==> src/rtl/vidx_remap.sv <==
module vidx_remap #(
  parameter int LIM_W = 6,
  parameter int OFF_W = 5,
  parameter int NSLOT = 4,
  localparam int SLOT_W = $clog2(NSLOT),
  localparam int IDX_W = 3 * LIM_W,
  localparam int CFG_W = 3 * LIM_W + OFF_W + 9
) (
  input  logic              clk,
  input  logic              rst_n,
  input  logic              cfg_we,
  input  logic [SLOT_W-1:0] cfg_slot,
  input  logic [CFG_W-1:0]  cfg_data,
  input  logic              start,
  input  logic [SLOT_W-1:0] start_slot,
  input  logic              step,
  output logic              busy,
  output logic              idx_valid,
  output logic [IDX_W-1:0]  idx,
  output logic              row_end,
  output logic              cfg_err
);
  localparam int P_OFF = 3 * LIM_W;
  localparam int P_ORD = P_OFF + OFF_W;
  localparam int P_INV = P_ORD + 4;
  localparam int P_APP = P_INV + 3;

  logic [CFG_W-1:0] slots [NSLOT];
  logic [LIM_W-1:0] lm1 [3];
  logic [LIM_W-1:0] cnt [3];
  logic [LIM_W-1:0] nxt [3];
  logic [1:0]       ord [3];
  logic [2:0]       inv;
  logic [1:0]       app;
  logic [OFF_W-1:0] offc;
  logic [LIM_W-1:0] rc;

  logic [CFG_W-1:0] sel;
  logic [1:0]       o0, o1;
  logic             ord_ok;
  assign sel    = slots[start_slot];
  assign o0     = sel[P_ORD +: 2];
  assign o1     = sel[P_ORD+2 +: 2];
  assign ord_ok = (o0 != 2'd3) && (o1 != 2'd3) && (o0 != o1);

  always_comb begin
    logic carry;
    carry = 1'b1;
    for (int i = 0; i < 3; i++) nxt[i] = cnt[i];
    for (int k = 0; k < 3; k++) begin
      if (carry) begin
        if (cnt[ord[k]] == lm1[ord[k]]) nxt[ord[k]] = '0;
        else begin
          nxt[ord[k]] = cnt[ord[k]] + 1'b1;
          carry = 1'b0;
        end
      end
    end
  end

  always_comb begin
    logic [IDX_W-1:0] ix [3];
    logic [IDX_W-1:0] xs, ys;
    for (int n = 0; n < 3; n++) begin
      if (n < int'(app)) ix[n] = '0;
      else if (inv[n]) ix[n] = IDX_W'(lm1[n] - cnt[n]);
      else ix[n] = IDX_W'(cnt[n]);
    end
    xs = IDX_W'(lm1[0]) + 1'b1;
    ys = IDX_W'(lm1[1]) + 1'b1;
    idx = ix[0] + ix[1] * xs + ix[2] * xs * ys;
  end

  assign row_end = idx_valid && (rc == lm1[ord[0]]);

  always_ff @(posedge clk or negedge rst_n) begin
    if (!rst_n) begin
      for (int s = 0; s < NSLOT; s++) slots[s] <= '0;
    end else if (cfg_we) begin
      slots[cfg_slot] <= cfg_data;
    end
  end

  always_ff @(posedge clk or negedge rst_n) begin
    if (!rst_n) begin
      for (int i = 0; i < 3; i++) begin
        lm1[i] <= '0;
        cnt[i] <= '0;
        ord[i] <= 2'(i);
      end
      inv       <= '0;
      app       <= '0;
      offc      <= '0;
      rc        <= '0;
      busy      <= 1'b0;
      idx_valid <= 1'b0;
      cfg_err   <= 1'b0;
    end else if (start) begin
      for (int i = 0; i < 3; i++) begin
        lm1[i] <= sel[i*LIM_W +: LIM_W];
        cnt[i] <= '0;
      end
      ord[0]    <= ord_ok ? o0 : 2'd0;
      ord[1]    <= ord_ok ? o1 : 2'd1;
      ord[2]    <= ord_ok ? 2'd3 - o0 - o1 : 2'd2;
      inv       <= sel[P_INV +: 3];
      app       <= sel[P_APP +: 2];
      offc      <= sel[P_OFF +: OFF_W];
      rc        <= '0;
      busy      <= 1'b1;
      idx_valid <= 1'b0;
      cfg_err   <= !ord_ok;
    end else if (busy) begin
      if (offc != '0) begin
        for (int i = 0; i < 3; i++) cnt[i] <= nxt[i];
        offc <= offc - 1'b1;
      end else begin
        busy      <= 1'b0;
        idx_valid <= 1'b1;
      end
    end else if (idx_valid && step) begin
      for (int i = 0; i < 3; i++) cnt[i] <= nxt[i];
      rc <= row_end ? '0 : rc + 1'b1;
    end
  end
endmodule


==> config.mk <==
export PLATFORM = sky130hd
export DESIGN_NAME = vidx_remap
export DESIGN_NICKNAME = d
export VERILOG_FILES = /design/src/rtl/vidx_remap.sv
export SDC_FILE = /design/constraint.sdc
export NUM_CORES = 1
export LEC_CHECK = 0
export CAP_MARGIN = 40
export CELL_PAD_IN_SITES_DETAIL_PLACEMENT = 0
export CELL_PAD_IN_SITES_GLOBAL_PLACEMENT = 1
export CORE_ASPECT_RATIO = 1.75
export CORE_MARGIN = 1
export CORE_UTILIZATION = 51
export DETAILED_ROUTE_END_ITERATION = 10
export PLACE_DENSITY_LB_ADDON = 0.1
export SYNTH_ARGS = -nofsm -noshare
export SYNTH_HDL_FRONTEND = slang
export SYNTH_SLANG_ARGS = --single-unit
==> constraint.sdc <==
create_clock -name clk -period 16.1 [get_ports clk]
set_input_delay 4.025 -clock clk [delete_from_list [all_inputs] [get_ports clk]]
set_output_delay 4.025 -clock clk [all_outputs]
set_load 0.005 [all_outputs]
==> results.md <==
- Max stage delay on crit path: between 0.5 and 0.6 ns
- Die area: around 37000 sq um
- Worst-Skew Late Latency: ~0.44 ns
- Syn nets: 2163
- WP data required: between 10 and 15 ns
- Clock root buffer master: clkbuf_16
- Most frequent cells in the layout: inv_1 (263), fa_1 (201), dfrtp_1 (185)
- Worst Hold Path EP: slots[0]
- Routed via count: roughly 13000
- First-pass GRT wire length: between 70000 and 80000 um
- Kind of critical path: flip-flop to output port
- Per-cell routed wire length: approximately 21 um
- FMAX: around 0.065 GHz
- Max_cap viols: 0
- Drt total wl: ~50000 um
- Complex-gate fraction of the synthesized area: 0.0599
- Cells after synthesis: between 1500 and 2000
- Clk_skew: between 0.01 and 0.015 ns
- CP endpoint kind: output port
- Synth warn: 0
- Most frequent CP cell: fa_1
- Area contributors post-synth: dfrtp_1 (25%), fa_1 (22%), mux2_2 (9.0%)
- Post-layout utilization of the core: 0.574
- Initial Util: 0.516
- Post-synthesis simple-gate area fraction: 0.110
- Hold_ws: about 0.5 ns
- Core Rows: between 90 and 100
- Share of layout cells above drive strength 1: 0.164
- CTS tree: yes
- Period utilisation layout: 0.962
- Synthesized area per cell: 10.1 sq um
- Fill count: 3213
- Clk sink count: approximately 190
- GRT Overall Usage: 0.282
- Unrepaired setup endpoints after global routing: false
- Vias per inst: roughly 5.6
- Finished Cell Area: 20600 sq um
- Largest net degree at the start of global routing: between 80 and 90
- Hold_sp: slots[0]
- CP Max Fanout: 6
- Final Setup Violations: 0
- H-tree depth: 4
- Nets: between 2000 and 2500
- FF-to-FF setup slack: between 10 and 15 ns
- Worst path slowest cell: fa_1
- Synth Area in XOR/XNOR: 0.0559
- R2R cell count: 10
- Post-synth top area share: 0.252
- Core area: between 30000 and 40000 sq um
- Cts bufs inserted: 17
- HP Class: flip-flop to flip-flop
- Post-synth EDFFs: 0
- Post-synthesis sequential area ratio: 0.255
- Most used flip-flop cell after synthesis: dfrtp_1
- Synth area leader: dfrtp_1
- Chip height: 254 um
- Worst r2r src: ord[5]
- Initial antenna violation count: 0
- Largest family of logic cells by synthesized area: adder cells
- Post-synthesis mux area share: 0.170
- Adder-Cell Fraction of Synth Area: 0.280
- IO Port Bufs: slightly above 60
- Setup TNS: 0 ns
- CTS Hold Bufs: 0
- Worst slew margin: 0.412
- Most common cell after layout, fill and taps aside: inv_1
- Routability cong.: slightly below 1
- Clock Tree Buf Depth: 2
- Placed Area: around 20000 sq um
- I/O Pins: 63
- DRT iter0 DRCs: between 600 and 700
- Crit path DAT: approximately 11 ns
- Vias in the first global route: 14700
- Diodes inserted: 0
- Hold path depth: 1
- #FFs+latches synth: approximately 190
- Status: complete, no violations
- Clk slew on worst S/H paths: 0.07 ns
- CP Launch Type: flip-flop
- Netlist cell types: 62
- Slew @ Worst Pin: 0.879 ns
- Hold Violations, Final: 0
- DP HPWL: 40500 um
- Die Wd: between 100 and 150 um
- RR Endpoint: cnt[1]
- DRT antenna net count: 0
- Number of remaining DRC errors: 0
- GRT Residual Overflow: 0
- Pre-Repair DR Iteration Count: 5
- Async set-reset flop share out of synthesis: 1.00
- Final Max Tran Viols: 0
- Cell Area, Synth: roughly 19000 sq um
- Tmin final: around 15 ns
- Synthesis-to-finish area growth: 11.3%
## repair_timing
item / 4_1_cts / 5_1_grt
buffers inserted: 0 / 7
setup endpoints to repair: 1 / 4
resized for setup: 2 / 24
cloned: 0 / 0
pin swaps: 0 / 12
## critical path: cells and delay by family (launching register included)
family / cells / cell delay (ns)
fa+ha+maj: 13 / 5.77
compound gates: 10 / 1.87
simple gates: 10 / 1.68
buf+inv: 7 / 0.80
xor+xnor: 2 / 0.49
flops: 1 / 0.44
## per-layer routing
| layer | routed length [um] | GRT usage |
|---|---|---|
| met5 | 0 | 0 |
| met4 | 3740 | 0.193 |
| met2 | 27800 | 0.554 |
| met1 | 17100 | 0.277 |
| met3 | 1170 | 0.0243 |
## logic make-up (layout without fill, tap and decap cells)
family,count (synthesis),in the layout
compound gates,184,184
xor+xnor,115,115
fa+ha+maj,293,293
buf+inv,333,412
flops,189,189
mux,257,257
simple gates,458,458
## layout make-up
class                   count  area (sq um)  area share
well taps                 470           588      0.0285
repair buffers            116          1070      0.0519
flip-flops and latches    189          4730       0.230
multi-input cells        1307         12600       0.613
clock buffers              17           425      0.0206
clock inverters            15           181     0.00879
inverters                 264           991      0.0480
## Yosys cell counts (all sizes together) (4+ instances only)
| cell type | count |
|---|---|
| mux2i | 77 |
| mux2 | 148 |
| nand2b | 21 |
| nor2b | 11 |
| o21a | 4 |
| nor3 | 30 |
| nor4 | 4 |
| mux4 | 32 |
| nor2 | 187 |
| nand3 | 24 |
| buf | 20 |
| xor2 | 38 |
| and3 | 5 |
| clkbuf | 49 |
| a21boi | 4 |
| xnor2 | 76 |
| o211ai | 4 |
| a21oi | 46 |
| nand4 | 5 |
| a211oi | 8 |
| o21bai | 4 |
| fa | 203 |
| inv | 263 |
| o21ai | 75 |
| nand2 | 149 |
| ha | 90 |
| o22ai | 11 |
| or2 | 6 |
| dfrtp | 187 |
| a21o | 11 |
## flip-flops by register name, summed over array words and instances (netlist names)
signal     flops
app            2
busy           1
cfg_err        1
cnt           18
idx_valid      1
inv            3
lm1           18
offc           5
ord            6
rc             6
slots        128
## stage by stage
| stage | instances | setup slack (ns) |
|---|---|---|
| global placement | 2333 | 0.584 |
| CTS | 2371 | 0.000293 |
| floorplan | 1829 | 1.50 |
| finish | 2378 | 0.607 |
| global route | 2378 | 0.0732 |
| detailed placement | 2339 | 0.383 |
## how the worst max path moves through the flow
stage / start / endpoint
2_1_floorplan: cnt[1] / idx[17]
3_3_place_gp: lm1[1] / idx[17]
3_5_place_dp: lm1[1] / idx[17]
4_1_cts: lm1[1] / idx[17]
5_1_grt: lm1[1] / idx[16]
6_report: lm1[1] / idx[16]
Power is left out: the tool's default activity adds up to more than one toggle a clock period on the data nets, which glitch-free logic cannot reach.
